$ cat config.mk
export PLATFORM = sky130hd
export DESIGN_NAME = jtag_pin_share
export DESIGN_NICKNAME = d
export VERILOG_FILES = /design/src/rtl/jps_pkg.sv /design/src/rtl/jps_tap_fsm.sv /design/src/rtl/jps_mode_reg.sv /design/src/rtl/jps_tdo_launch.sv /design/src/rtl/jtag_pin_share.sv
export SDC_FILE = /design/constraint.sdc
export NUM_CORES = 1
export LEC_CHECK = 0
export ABC_AREA = 1
export CAP_MARGIN = 25
export CORE_UTILIZATION = 44
export DETAILED_ROUTE_END_ITERATION = 8
export PLACE_DENSITY = 0.79
export SYNTH_ARGS = -nofsm -noshare
export SYNTH_HDL_FRONTEND = slang
export SYNTH_SLANG_ARGS = --single-unit
$ cat constraint.sdc
create_clock -name tck -period 1.8 [get_ports tck]
set_input_delay 0.36 -clock tck [delete_from_list [all_inputs] [get_ports tck]]
set_output_delay 0.36 -clock tck [all_outputs]
set_load 0.02 [all_outputs]
$ cat src/rtl/jps_pkg.sv
package jps_pkg;

  localparam int TAP_STATES = 16;
  localparam int TAP_W      = $clog2(TAP_STATES);
  localparam int NUM_PINS   = 3;

  typedef enum logic [TAP_W-1:0] {
    ST_TLR    = 4'd0,
    ST_RTI    = 4'd1,
    ST_SEL_DR = 4'd2,
    ST_CAP_DR = 4'd3,
    ST_SH_DR  = 4'd4,
    ST_E1_DR  = 4'd5,
    ST_PA_DR  = 4'd6,
    ST_E2_DR  = 4'd7,
    ST_UP_DR  = 4'd8,
    ST_SEL_IR = 4'd9,
    ST_CAP_IR = 4'd10,
    ST_SH_IR  = 4'd11,
    ST_E1_IR  = 4'd12,
    ST_PA_IR  = 4'd13,
    ST_E2_IR  = 4'd14,
    ST_UP_IR  = 4'd15
  } tap_state_e;

  function automatic tap_state_e tap_step(tap_state_e cur, logic sel);
    tap_state_e nx;
    case (cur)
      ST_TLR:    nx = sel ? ST_TLR    : ST_RTI;
      ST_RTI:    nx = sel ? ST_SEL_DR : ST_RTI;
      ST_SEL_DR: nx = sel ? ST_SEL_IR : ST_CAP_DR;
      ST_CAP_DR: nx = sel ? ST_E1_DR  : ST_SH_DR;
      ST_SH_DR:  nx = sel ? ST_E1_DR  : ST_SH_DR;
      ST_E1_DR:  nx = sel ? ST_UP_DR  : ST_PA_DR;
      ST_PA_DR:  nx = sel ? ST_E2_DR  : ST_PA_DR;
      ST_E2_DR:  nx = sel ? ST_UP_DR  : ST_SH_DR;
      ST_UP_DR:  nx = sel ? ST_SEL_DR : ST_RTI;
      ST_SEL_IR: nx = sel ? ST_TLR    : ST_CAP_IR;
      ST_CAP_IR: nx = sel ? ST_E1_IR  : ST_SH_IR;
      ST_SH_IR:  nx = sel ? ST_E1_IR  : ST_SH_IR;
      ST_E1_IR:  nx = sel ? ST_UP_IR  : ST_PA_IR;
      ST_PA_IR:  nx = sel ? ST_E2_IR  : ST_PA_IR;
      ST_E2_IR:  nx = sel ? ST_UP_IR  : ST_SH_IR;
      default:   nx = sel ? ST_SEL_DR : ST_RTI;
    endcase
    return nx;
  endfunction

endpackage

$ cat src/rtl/jps_tap_fsm.sv
module jps_tap_fsm
  import jps_pkg::*;
#(
  parameter int RESET_RUN = 5
) (
  input  logic                  clk,
  input  logic                  rst,
  input  logic                  tms,
  output tap_state_e            state_o,
  output logic                  nxt_is_tlr_o,
  output logic [TAP_STATES-1:0] onehot_o
);

  localparam int CNT_W = $clog2(RESET_RUN + 1);
  localparam logic [CNT_W-1:0] RUN_MAX = CNT_W'(RESET_RUN);

  tap_state_e            state_q, state_d;
  logic [TAP_STATES-1:0] onehot_q;
  logic [CNT_W-1:0]      high_run_q;

  always_comb state_d = tap_step(state_q, tms);

  always_ff @(posedge clk) begin
    if (rst) state_q <= ST_TLR;
    else     state_q <= state_d;
  end

  for (genvar i = 0; i < TAP_STATES; i++) begin : g_onehot
    always_ff @(posedge clk) begin
      if (rst) onehot_q[i] <= (i == 0);
      else     onehot_q[i] <= (state_d == tap_state_e'(i));
    end
  end

  // length of the current run of high mode-select samples, saturating
  always_ff @(posedge clk) begin
    if (rst)                  high_run_q <= '0;
    else if (!tms)            high_run_q <= '0;
    else if (high_run_q != RUN_MAX) high_run_q <= high_run_q + 1'b1;
  end

  assign state_o      = state_q;
  assign onehot_o     = onehot_q;
  assign nxt_is_tlr_o = (state_d == ST_TLR);

  p_five_high_to_tlr_r4: assert property (@(posedge clk) disable iff (rst)
    (high_run_q == RUN_MAX) |-> (state_q == ST_TLR));

  p_onehot_single_r8: assert property (@(posedge clk) disable iff (rst)
    ($countones(onehot_q) == 1) && onehot_q[state_q]);

endmodule

$ cat src/rtl/jps_mode_reg.sv
module jps_mode_reg
  import jps_pkg::*;
#(
  parameter int PINS = NUM_PINS
) (
  input  logic            clk,
  input  logic            rst,
  input  logic            dedicated,
  input  logic            tms,
  input  logic            nxt_is_tlr,
  input  logic            cur_is_tlr,
  output logic            active_o,
  output logic [PINS-1:0] pin_en_o,
  output logic [PINS-1:0] user_sel_o
);

  logic claim_q;

  always_ff @(posedge clk) begin
    if (rst)                  claim_q <= 1'b0;
    else if (nxt_is_tlr)      claim_q <= 1'b0;
    else if (!claim_q && !tms) claim_q <= 1'b1;
  end

  assign active_o = claim_q | dedicated;

  for (genvar p = 0; p < PINS; p++) begin : g_pin
    assign pin_en_o[p]   = active_o;
    assign user_sel_o[p] = ~active_o;
  end

  p_claim_on_low_r1: assert property (@(posedge clk) disable iff (rst)
    (!dedicated && !claim_q && !tms) |=> claim_q);

  p_release_only_in_tlr_r2: assert property (@(posedge clk) disable iff (rst)
    $fell(claim_q) |-> cur_is_tlr);

  p_free_in_tlr_r4: assert property (@(posedge clk) disable iff (rst)
    (!dedicated && cur_is_tlr) |-> !active_o);

  p_dedicated_owns_r5: assert property (@(posedge clk) disable iff (rst)
    dedicated |-> (&pin_en_o));

endmodule

$ cat src/rtl/jps_tdo_launch.sv
module jps_tdo_launch
  import jps_pkg::*;
(
  input  logic       clk,
  input  logic       rst,
  input  tap_state_e state,
  input  logic       active,
  input  logic       scan_tdo,
  input  logic       user_out,
  input  logic       user_oe,
  output logic       pad_out,
  output logic       pad_oe
);

  logic data_q, drive_q;
  logic in_shift;

  assign in_shift = (state == ST_SH_DR) || (state == ST_SH_IR);

  always_ff @(negedge clk) begin
    if (rst) begin
      data_q  <= 1'b0;
      drive_q <= 1'b0;
    end else begin
      data_q  <= scan_tdo;
      drive_q <= in_shift && active;
    end
  end

  assign pad_out = active ? data_q  : user_out;
  assign pad_oe  = active ? drive_q : user_oe;

  p_drive_needs_shift_r6: assert property (@(negedge clk) disable iff (rst)
    (active && in_shift) |=> drive_q);

endmodule

$ cat src/rtl/jtag_pin_share.sv
module jtag_pin_share
  import jps_pkg::*;
(
  input  logic                  tck,
  input  logic                  rst,
  input  logic                  dedicated_mode,
  input  logic                  tms,
  input  logic                  tdi_pad,
  input  logic                  scan_tdo,
  input  logic                  user_tdo_out,
  input  logic                  user_tdo_oe,
  output logic                  tdo_pad_out,
  output logic                  tdo_pad_oe,
  output logic                  scan_tdi,
  output logic [NUM_PINS-1:0]   pin_test_en,
  output logic [NUM_PINS-1:0]   user_sel,
  output logic                  test_active,
  output logic [TAP_W-1:0]      tap_state,
  output logic [TAP_STATES-1:0] tap_onehot
);

  tap_state_e st;
  logic       nxt_tlr;

  jps_tap_fsm #(.RESET_RUN(5)) u_fsm (
    .clk          (tck),
    .rst          (rst),
    .tms          (tms),
    .state_o      (st),
    .nxt_is_tlr_o (nxt_tlr),
    .onehot_o     (tap_onehot)
  );

  jps_mode_reg #(.PINS(NUM_PINS)) u_mode (
    .clk        (tck),
    .rst        (rst),
    .dedicated  (dedicated_mode),
    .tms        (tms),
    .nxt_is_tlr (nxt_tlr),
    .cur_is_tlr (st == ST_TLR),
    .active_o   (test_active),
    .pin_en_o   (pin_test_en),
    .user_sel_o (user_sel)
  );

  jps_tdo_launch u_tdo (
    .clk      (tck),
    .rst      (rst),
    .state    (st),
    .active   (test_active),
    .scan_tdo (scan_tdo),
    .user_out (user_tdo_out),
    .user_oe  (user_tdo_oe),
    .pad_out  (tdo_pad_out),
    .pad_oe   (tdo_pad_oe)
  );

  assign tap_state = st;
  assign scan_tdi  = test_active ? tdi_pad : 1'b1;

endmodule

==> flow_metrics.env <==
export IMPL_outcome="finished with violations"
export IMPL_violations="setup timing"
export IMPL_synth_edf_count=0
export IMPL_crit_family="flip-flops"
export IMPL_finish_utilization_pct=71.8
export IMPL_grt_max_degree=14
export IMPL_vias=1107
export IMPL_path_cells="nand2_1 -> nand2_1 -> buf_6"
export IMPL_setup_ws_ns=-0.364
export IMPL_synthMuxAreaShare_pct=0
export IMPL_netlist_area_leader_share_pct=42.7
export IMPL_slowest_delay_ns=0.30
export IMPL_nets=210
export IMPL_wirelength_um=2460
export IMPL_ys_seq_area_share_pct=42.7
export IMPL_grt_first_pass_wirelength_um=4130
export IMPL_cts_tree="built"
export IMPL_cp_depth=3
export IMPL_maxCapViolCount=0
export IMPL_synth_area_um2=1080
export IMPL_setup_viol=6
export IMPL_crit_type="register to primary output"
export IMPL_drc=0
export IMPL_endpoint_kind="primary output"
export IMPL_first_pass_iters=4
export IMPL_drt_iter0_markers=26
export IMPL_synth_top_family_by_area="simple AND/OR/NAND/NOR gates"
export IMPL_synth_simple_gate_area_share_pct=41.3
export IMPL_numCtsBuffers=3
export IMPL_dp_hpwl_um=2000
export IMPL_place_inst=224
export IMPL_syn_num_nets=155
export IMPL_synth_area_leader_cell="dfxtp_1"
export IMPL_worstPathBufferInverterCount=1
export IMPL_total_power_mw=1.50
export IMPL_grt_usage_pct=21.3
export IMPL_core_area_um2=2250
export IMPL_holdBufCountCts=0
export IMPL_worstPathRequired_ns=1.44
export IMPL_vdd_drop_max_uv=661
export IMPL_cts_clk_slew_worst_paths_ns=0.12
export IMPL_slew_headroom_pct=82.0
export IMPL_arrival_ns=1.80
export IMPL_place_ws_ns=-0.436
export IMPL_p_leak_nw=0.796
export IMPL_cts_root_buf="clkbuf_4"
export IMPL_die_w_um=51.5
export IMPL_grt_pass1_vias=987
export IMPL_synth_seq_cells=23
export IMPL_wl_per_cell_um=10.7
export IMPL_pin_count=38
export IMPL_timing_critical_path_mode_cell="nand2_1"
export IMPL_rsz0062_at_grt="true"
export IMPL_finalClockSkew_ns=0.0611
export IMPL_synthAdderAreaFrac_pct=0
export IMPL_yosysMostFrequentCell="nand2_1"
export IMPL_drt_antenna_violating_nets=0
export IMPL_syn_to_final_growth_pct=50.3
export IMPL_io_buffers=37
export IMPL_clkLatencyLatePin_ns=0.38
export IMPL_tightest_slew_ns=0.269
export IMPL_cellPowerDensity_nw_per_um2=927
export IMPL_worstPathMaxFanout=1
export IMPL_synth_area_top_cells="dfxtp_1 (43%), nand2_1 (11%), nor2_1 (10%)"
export IMPL_rows=17
export IMPL_worstSetupStartpointType="register"
export IMPL_htreeDepth=1
export IMPL_hold_ws_ns=0.527
export IMPL_via_per_inst=4.83
export IMPL_hold_depth=2
export IMPL_cts_sinks=23
export IMPL_drv_slew=0
export IMPL_gp_congestion=0.841
export IMPL_antenna_found_initial=0
export IMPL_synth_flop_cell="dfxtp_1"
export IMPL_ff2ff_path_depth=4
export IMPL_synth_compound_area_share_pct=4.76
export IMPL_stdcell_count=229
export IMPL_hold_viol_final=0
export IMPL_die_area_um2=2650
export IMPL_start_util_pct=47.8
export IMPL_cts_setup_buffers=0
export IMPL_cp_slowest_cell="dfxtp_1"
export IMPL_postSynthCellCount=147
export IMPL_syn_area_per_cell_um2=7.33
export IMPL_die_y_um=51.5
export IMPL_grt_ovfl_total=0
export IMPL_synth_xor_xnor_area_share_pct=0
export IMPL_antenna_cells=0
export IMPL_drive_gt1_share_pct=33.3
export IMPL_cts_buffer_depth=2
export IMPL_synthTopCellsByCount="nand2_1 (31), nor2_1 (29), dfxtp_1 (23)"
export IMPL_synth_async_reset_ratio_pct=0
export IMPL_yosysWarnings=0
export IMPL_hold_class="register to register"
export IMPL_ys_types=24
==> stage by stage <==
stage / TNS [ns] / instance area, µm²
floorplan: 0 / 1100
global placement: -4.24 / 1590
detailed placement: -4.92 / 1590
CTS: -0.739 / 1620
global route: -1.22 / 1620
finish: -0.747 / 1620
==> worst paths after layout <==
path / slack, ns / start / to
setup / recovery: -0.36 / u_tdo.drive_q$_SDFF_NP0_ / tdo_pad_oe
setup reg to reg: 0.04 / u_fsm.state_o[3]$_SDFF_PP0_ / u_tdo.drive_q$_SDFF_NP0_
hold / removal: 0.53 / u_mode.claim_q$_SDFFE_PP0P_ / u_mode.claim_q$_SDFFE_PP0P_
hold reg to reg: 0.53 / u_mode.claim_q$_SDFFE_PP0P_ / u_mode.claim_q$_SDFFE_PP0P_
==> cell usage in the layout, fill, tap and decap left out, types with 2 or more instances in the layout <==
cell	instances
nand2_1	31
nor2_1	26
clkdlybuf4s50_1	23
buf_4	19
dfxtp_1	19
inv_2	10
inv_1	8
nand3_1	8
nand2_2	7
dlygate4sd2_1	6
nor2_2	5
nor2_4	5
nor3_1	4
dfxtp_4	4
clkbuf_4	3
dlymetal6s2s_1	3
o21ai_2	2
nand3_2	2
nor3_2	2
buf_6	2
clkbuf_2	2
==> cells by family after synthesis <==
| kind of cell | after synthesis |
|---|---|
| AO/OA/AOI/OAI | 7 |
| buffers and inverters | 25 |
| flip-flops | 23 |
| AND/OR/NAND/NOR | 92 |
==> state kept, by name (all words and copies together) (netlist names) <==
name	flops
u_fsm.onehot_o	16
u_fsm.state_o	4
u_mode.claim_q	1
u_tdo.data_q	1
u_tdo.drive_q	1
==> power by group <==
| part | internal [mW] | total (mW) | leakage (nW) | switching [mW] |
|---|---|---|---|---|
| Clock | 0.0892 | 0.265 | 0.0284 | 0.176 |
| Combinational | 0.277 | 0.658 | 0.577 | 0.381 |
| Sequential | 0.557 | 0.578 | 0.190 | 0.0215 |
| Total | 0.923 | 1.50 | 0.796 | 0.578 |
==> area by class of cell <==
cell class	count	area, µm²
Tap cell	28	35.0
Clock inverter	3	12.5
Timing Repair Buffer	56	500
Clock buffer	3	22.5
Sequential cell	23	475
Multi-Input combinational cell	99	509
Inverter	17	63.8
Fill cell	202	636
==> tightest hold or removal path, cell delays in order, from the launching register on <==
cell	delay, ns
dfxtp_1	0.36
nor2_1	0.10
nor2_1	0.05
==> what timing repair did <==
action                                  CTS  global route
resized for setup                        25             8
endpoints found under the setup margin   11            12
pin swaps                                 0             1
==> metal layers <==
layer / up-vias / routed length [µm] / GRT usage (%)
met2: 45 / 1210 / 38.5
li1: 563 / - / -
met3: 5 / 184 / 4.17
met5: - / 0 / 0
met1: 494 / 1030 / 24.0
met4: 0 / 38 / 8.56
No activity file was read; power rests on OpenSTA's default activity.
